<file path="config.mk">
export PLATFORM = sky130hd
export DESIGN_NAME = psram_mode_regs
export DESIGN_NICKNAME = d
export VERILOG_FILES = /design/src/rtl/psram_mr_pkg.sv /design/src/rtl/mr_cfg_decode.sv /design/src/rtl/mr_power_ctl.sv /design/src/rtl/psram_mode_regs.sv
export SDC_FILE = /design/constraint.sdc
export NUM_CORES = 1
export LEC_CHECK = 0
export BUFFER_PORTS_ARGS = -buffer_cell sky130_fd_sc_hd__buf_2
export CAP_MARGIN = 0
export CORE_MARGIN = 5
export CORE_UTILIZATION = 35
export CTS_CLUSTER_DIAMETER = 60
export DETAILED_ROUTE_END_ITERATION = 8
export GPL_TIMING_DRIVEN = 0
export PLACE_DENSITY = 0.61
export REMOVE_ABC_BUFFERS = 1
export SLEW_MARGIN = 20
export SYNTH_ARGS = -nofsm -noshare
export SYNTH_HDL_FRONTEND = slang
export SYNTH_HIERARCHICAL = 1
export SYNTH_SLANG_ARGS = --single-unit
</file>
<file path="constraint.sdc">
create_clock -name clk -period 3.4 [get_ports clk]
set_clock_uncertainty 0.15 [all_clocks]
set_input_delay 0.68 -clock clk [delete_from_list [all_inputs] [get_ports clk]]
set_output_delay 0.68 -clock clk [all_outputs]
set_load 0.02 [all_outputs]
</file>
<file path="src/rtl/psram_mr_pkg.sv">
package psram_mr_pkg;

  localparam int unsigned MR_W = 8;

  localparam logic [7:0] A_CFG0 = 8'h00;
  localparam logic [7:0] A_ID1  = 8'h01;
  localparam logic [7:0] A_ID2  = 8'h02;
  localparam logic [7:0] A_STAT = 8'h03;
  localparam logic [7:0] A_CFG4 = 8'h04;
  localparam logic [7:0] A_PWR  = 8'h06;
  localparam logic [7:0] A_CFG8 = 8'h08;

  localparam logic [7:0] CFG0_RST = 8'h08;
  localparam logic [7:0] CFG4_RST = 8'h40;
  localparam logic [7:0] CFG8_RST = 8'h05;

  localparam logic [7:0] PWR_HSLEEP = 8'hF0;
  localparam logic [7:0] PWR_DEEP   = 8'hC0;

  typedef enum logic [1:0] {ARM_NONE, ARM_HS, ARM_DPD} arm_e;

  function automatic logic [3:0] rd_lat_of(input logic [2:0] code);
    case (code)
      3'b000:  return 4'd3;
      3'b001:  return 4'd4;
      3'b010:  return 4'd5;
      3'b011:  return 4'd6;
      default: return 4'd7;
    endcase
  endfunction

  function automatic logic [2:0] wr_lat_of(input logic [2:0] code);
    case (code)
      3'b000:  return 3'd3;
      3'b100:  return 3'd4;
      3'b010:  return 3'd5;
      3'b110:  return 3'd6;
      default: return 3'd7;
    endcase
  endfunction

endpackage

</file>
<file path="src/rtl/mr_cfg_decode.sv">
module mr_cfg_decode
  import psram_mr_pkg::*;
#(
  parameter int unsigned COL_W = 11,
  parameter int unsigned LAT_W = 4,
  parameter int unsigned WL_W  = 3
) (
  input  logic             clk,
  input  logic             rst,
  input  logic [MR_W-1:0]  cfg0,
  input  logic [MR_W-1:0]  cfg4,
  input  logic [MR_W-1:0]  cfg8,
  output logic [LAT_W-1:0] rd_wait,
  output logic             lat_fixed,
  output logic [WL_W-1:0]  wr_wait,
  output logic             burst_hybrid,
  output logic [COL_W:0]   burst_len,
  output logic             x16_mode,
  output logic             rbx_en
);
  localparam int unsigned BL_W = COL_W + 1;
  localparam logic [BL_W-1:0] PAGE_X8  = BL_W'(1) << COL_W;
  localparam logic [BL_W-1:0] PAGE_X16 = BL_W'(1) << (COL_W - 1);

  logic [LAT_W-1:0] lat_n;
  logic [BL_W-1:0]  len_n;

  always_comb begin
    lat_n = LAT_W'(rd_lat_of(cfg0[4:2]));
    if (cfg0[5]) lat_n = lat_n << 1;
    case (cfg8[1:0])
      2'b00:   len_n = BL_W'(16);
      2'b01:   len_n = BL_W'(32);
      2'b10:   len_n = BL_W'(64);
      default: len_n = cfg8[6] ? PAGE_X16 : PAGE_X8;
    endcase
  end

  always_ff @(posedge clk) begin
    if (rst) begin
      rd_wait      <= LAT_W'(5);
      lat_fixed    <= 1'b0;
      wr_wait      <= WL_W'(5);
      burst_hybrid <= 1'b1;
      burst_len    <= BL_W'(32);
      x16_mode     <= 1'b0;
      rbx_en       <= 1'b0;
    end else begin
      rd_wait      <= lat_n;
      lat_fixed    <= cfg0[5];
      wr_wait      <= WL_W'(wr_lat_of(cfg4[7:5]));
      burst_hybrid <= cfg8[2];
      burst_len    <= len_n;
      x16_mode     <= cfg8[6];
      rbx_en       <= cfg8[3];
    end
  end


  fixed_even_chk: assert property (@(posedge clk) disable iff (rst)
    lat_fixed |-> (rd_wait[0] == 1'b0 && rd_wait >= LAT_W'(6)));


  page_len_chk: assert property (@(posedge clk) disable iff (rst)
    $countones(burst_len) == 1);

endmodule

</file>
<file path="src/rtl/mr_power_ctl.sv">
module mr_power_ctl
  import psram_mr_pkg::*;
#(
  parameter int unsigned DW = MR_W
) (
  input  logic          clk,
  input  logic          rst,
  input  logic          glb_rst,
  input  logic          cs_n,
  input  logic          pwr_wr,
  input  logic [DW-1:0] pwr_data,
  output logic          half_sleep,
  output logic          deep_pd,
  output logic          dpd_clr
);
  arm_e armed;
  logic cs_q;
  logic cs_rise, cs_fall;

  assign cs_rise = cs_n & ~cs_q;
  assign cs_fall = ~cs_n & cs_q;

  always_ff @(posedge clk) begin
    if (rst) cs_q <= 1'b1;
    else     cs_q <= cs_n;
  end

  always_ff @(posedge clk) begin
    if (rst || glb_rst) begin
      armed      <= ARM_NONE;
      half_sleep <= 1'b0;
      deep_pd    <= 1'b0;
      dpd_clr    <= 1'b0;
    end else begin
      dpd_clr <= 1'b0;
      if (pwr_wr) begin
        if (pwr_data == DW'(PWR_HSLEEP))    armed <= ARM_HS;
        else if (pwr_data == DW'(PWR_DEEP)) armed <= ARM_DPD;
        else                                armed <= ARM_NONE;
      end else if (cs_rise && armed != ARM_NONE) begin
        half_sleep <= (armed == ARM_HS);
        deep_pd    <= (armed == ARM_DPD);
        armed      <= ARM_NONE;
      end else if (cs_fall && (half_sleep || deep_pd)) begin
        half_sleep <= 1'b0;
        deep_pd    <= 1'b0;
        dpd_clr    <= deep_pd;
      end
    end
  end


  one_mode_chk: assert property (@(posedge clk) disable iff (rst)
    $onehot0({half_sleep, deep_pd}));


  hs_entry_edge_chk: assert property (@(posedge clk) disable iff (rst)
    $rose(half_sleep) |-> (cs_q && !$past(cs_q)));


  dpd_entry_edge_chk: assert property (@(posedge clk) disable iff (rst)
    $rose(deep_pd) |-> (cs_q && !$past(cs_q)));

endmodule

</file>
<file path="src/rtl/psram_mode_regs.sv">
module psram_mode_regs
  import psram_mr_pkg::*;
#(
  parameter int unsigned COL_W    = 11,
  parameter logic [4:0]  VENDOR   = 5'b01101,
  parameter logic [2:0]  DENSITY  = 3'b111,
  parameter logic [1:0]  GEN      = 2'b11,
  parameter logic [2:0]  DIE_OK   = 3'b110
) (
  input  logic         clk,
  input  logic         rst,
  input  logic         glb_rst,
  input  logic         cs_n,
  input  logic         reg_wr,
  input  logic         reg_rd,
  input  logic [7:0]   reg_addr,
  input  logic [7:0]   reg_wdata,
  input  logic [1:0]   refresh_rate,
  output logic [7:0]   rdata,
  output logic         rd_valid,
  output logic [3:0]   rd_wait,
  output logic         lat_fixed,
  output logic [2:0]   wr_wait,
  output logic         burst_hybrid,
  output logic [COL_W:0] burst_len,
  output logic         x16_mode,
  output logic         rbx_en,
  output logic         half_sleep,
  output logic         deep_pd
);
  logic [MR_W-1:0] cfg0_q, cfg4_q, cfg8_q;
  logic [MR_W-1:0] rd_mux;
  logic            dpd_clr;
  logic            clr;
  logic            pwr_wr;

  assign clr    = rst | glb_rst | dpd_clr;
  assign pwr_wr = reg_wr && (reg_addr == A_PWR);

  always_ff @(posedge clk) begin
    if (clr) begin
      cfg0_q <= CFG0_RST;
      cfg4_q <= CFG4_RST;
      cfg8_q <= CFG8_RST;
    end else if (reg_wr) begin
      case (reg_addr)
        A_CFG0:  cfg0_q <= {2'b00, reg_wdata[5:0]};
        A_CFG4:  cfg4_q <= reg_wdata;
        A_CFG8:  cfg8_q <= {1'b0, reg_wdata[6:0]};
        default: ;
      endcase
    end
  end

  always_comb begin
    case (reg_addr)
      A_CFG0:  rd_mux = cfg0_q;
      A_ID1:   rd_mux = {1'b1, 2'b00, VENDOR};
      A_ID2:   rd_mux = {DIE_OK, GEN, DENSITY};
      A_STAT:  rd_mux = {1'b1, 1'b0, refresh_rate, 4'b0000};
      A_CFG4:  rd_mux = cfg4_q;
      A_CFG8:  rd_mux = cfg8_q;
      default: rd_mux = '0;
    endcase
  end

  always_ff @(posedge clk) begin
    if (rst) begin
      rdata    <= '0;
      rd_valid <= 1'b0;
    end else begin
      rd_valid <= reg_rd;
      if (reg_rd) rdata <= rd_mux;
    end
  end

  mr_cfg_decode #(.COL_W(COL_W), .LAT_W(4), .WL_W(3)) u_dec (
    .clk(clk), .rst(rst), .cfg0(cfg0_q), .cfg4(cfg4_q), .cfg8(cfg8_q),
    .rd_wait(rd_wait), .lat_fixed(lat_fixed), .wr_wait(wr_wait),
    .burst_hybrid(burst_hybrid), .burst_len(burst_len),
    .x16_mode(x16_mode), .rbx_en(rbx_en)
  );

  mr_power_ctl #(.DW(MR_W)) u_pwr (
    .clk(clk), .rst(rst), .glb_rst(glb_rst), .cs_n(cs_n),
    .pwr_wr(pwr_wr), .pwr_data(reg_wdata),
    .half_sleep(half_sleep), .deep_pd(deep_pd), .dpd_clr(dpd_clr)
  );


  rd_answer_chk: assert property (@(posedge clk) disable iff (rst)
    reg_rd |=> rd_valid);


  zero_bits_chk: assert property (@(posedge clk) disable iff (rst)
    (cfg0_q[7:6] == 2'b00) && (cfg8_q[7] == 1'b0));


  dpd_exit_clr_chk: assert property (@(posedge clk) disable iff (rst)
    $fell(deep_pd) |=> (cfg0_q == CFG0_RST && cfg4_q == CFG4_RST && cfg8_q == CFG8_RST));


  glb_clr_chk: assert property (@(posedge clk) disable iff (rst)
    glb_rst |=> (cfg0_q == CFG0_RST && cfg4_q == CFG4_RST && cfg8_q == CFG8_RST
                 && !half_sleep && !deep_pd));

endmodule

</file>
==> reports/metrics.cfg <==
[detailed_routing]
routed_wl_um = 4990
drtPass1Iterations = 4
met2_length_um = 2090
first_iter_violations = 128
ant_nets = 0
wire_per_inst_um = 13.7
dr_wl_met3_um = 251
routed-via-count = 1803
wl_met1_um = 2580
drc = 0
top_layer_used = met4
viasPerCell = 4.95

[logic_synthesis]
yosysWarnings = 6
syn_avg_cell_area_um2 = 9.53
syn_area_mm2 = 0.00228
synth_cells = 239

[final_layout]
nNetsFinal = 310
final_area_mm2 = 0.00267
drive_gt1_share_pct = 31.7
fill_cells = 644
most-common-layout-cells = dfxtp_1, buf_2, nand2_1, nor2_1, o21ai_1
final_cells = 364
area_delta_synth_final_pct = 17.3
final_common_cell = dfxtp_1
antenna_cells = 0

[hold_path]
min_to = rdata[4]
min_path_type = flip-flop to flip-flop
whs_path_depth = 2
min_from = rdata[4]

[clock_network]
cts_resized = 0
ctsHoldBuffers = 0
clockBufferDepth = 2
cts_tree = done
clkLatencyLatePin_ns = 0.31
cts_made_buffers = 5
cts_setup_buffers = 0
htree_levels = 2
cts_sinks = 52
clk_pin_slew_ns = 0.09
cts_root_buf = clkbuf_8

[worst_setup_path]
r2r-end = cfg0_q[1]
crit_type = input pin to flip-flop
cp_max_fo = 12
regToRegSetupSlack_ns = 1.86
reg2reg_depth = 5
end_kind = flip-flop
required_ns = 3.49
cp-start-kind = input pin
arrival_ns = 2.73
r2r_start = u_pwr/dpd_clr

[pwr]
seq_power_share_pct = 54.7
p_int_mw = 0.855
power.switching_mw = 0.261
p_per_area_mw_per_mm2 = 418
peakVddDrop_mv = 0.229
pwr-share-clk_pct = 37.8
pwr-share-comb_pct = 7.5
p_sw_share_pct = 23.4
p_total_mw = 1.12
leakagePower_nw = 1.06

[timing]
fin_ws_ns = 0.766
fmax_mhz = 380
rsz0062_at_grt = no
drv_slew = 0
worstMarginPinSlew_ns = 0.743
hold_viol_final = 0
slew_headroom_pct = 50.3
finalSetupViolCount = 0
post-route-period-util_pct = 77.5
period_needed_ns = 2.63

[die]
die_w_um = 90.7
dieArea_mm2 = 0.00822
io_pins = 58
start_util_pct = 35.9
die_height_um = 90.7
fp.coreArea_mm2 = 0.00635
rows = 29

[global_route]
track_usage_pct = 12.6
grt_pass1_vias = 1751
grt_pass1_wl_um = 8560
gr-total-overflow = 0
antenna_found_initial = 0
grt_max_degree = 23

[status]
status = complete, no violations

[placed_design]
dpl.hpwl_um = 3710
numPortBuffers = 50
finalWeightedCongestion = 0.807
dp_cells = 356
dpl-instance-area_mm2 = 0.00256
dp_slack_ns = 0.467

[run]
maxCapViolCount = 0

## power by group through the flow
stage	Combinational (mW)	Sequential [mW]	Clock (mW)
floorplan	0.0399	0.626	0
global placement	0.0790	0.625	0
detailed placement	0.0828	0.625	0
CTS	0.0834	0.611	0.435
global route	0.0918	0.611	0.461
finish	0.0832	0.611	0.422
## registers in the layout, indices dropped and copies added, names as in the netlist
register / cells
u_dec/burst_hybrid: 1
u_dec/rd_wait: 4
u_dec/rbx_en: 1
u_pwr/dpd_clr: 1
u_dec/lat_fixed: 1
cfg4_q: 8
u_pwr/half_sleep: 1
u_dec/wr_wait: 3
u_pwr/cs_q: 1
u_pwr/armed: 2
rd_valid: 1
u_dec/x16_mode: 1
u_pwr/deep_pd: 1
rdata: 8
u_dec/burst_len: 5
cfg8_q: 7
cfg0_q: 6
## metrics by stage
step,utilization [%],hold WS (ns),TNS (ns)
3_3_place_gp,39.8,0.283,-17.87
6_report,42.0,0.305,0
4_1_cts,42.0,0.300,0
5_1_grt,42.0,0.333,0
2_1_floorplan,-,0.257,0
3_5_place_dp,40.3,0.287,0
## critical path: stages
cell	delay, ns
buf_2	0.20
nor2b_1	0.55
nand4_1	0.17
nor2_1	0.31
nor3b_2	0.23
nand4_1	0.13
or3_1	0.31
a21boi_1	0.13
## how the worst max path moves through the flow
stage,end,start,cells after the start
finish,u_pwr/armed[1],reg_addr[2],8
global placement,cfg0_q[1],rst,4
CTS,u_pwr/armed[1],reg_addr[2],8
global route,u_pwr/armed[1],reg_addr[2],8
detailed placement,u_pwr/armed[1],reg_addr[2],8
floorplan,cfg0_q[4],glb_rst,3
## area by class of cell
| cell class | count | area (um2) | area share [%] |
|---|---|---|---|
| Timing Repair Buffer | 53 | 277 | 10.4 |
| Tap cell | 77 | 96.3 | 3.61 |
| Inverter | 2 | 7.51 | 0.281 |
| Multi-Input combinational cell | 172 | 1140 | 42.6 |
| Clock buffer | 5 | 68.8 | 2.58 |
| Sequential cell | 52 | 1040 | 39.0 |
| Clock inverter | 3 | 42.5 | 1.59 |
## routing by layer
layer / GRT usage [%] / vias up
met3: 3.75 / 5
met2: 18.5 / 44
met4: 4.22 / 0
met1: 17.5 / 819
met5: 0 / -
li1: - / 935
Note: power is estimated with default switching activity, not from simulation.
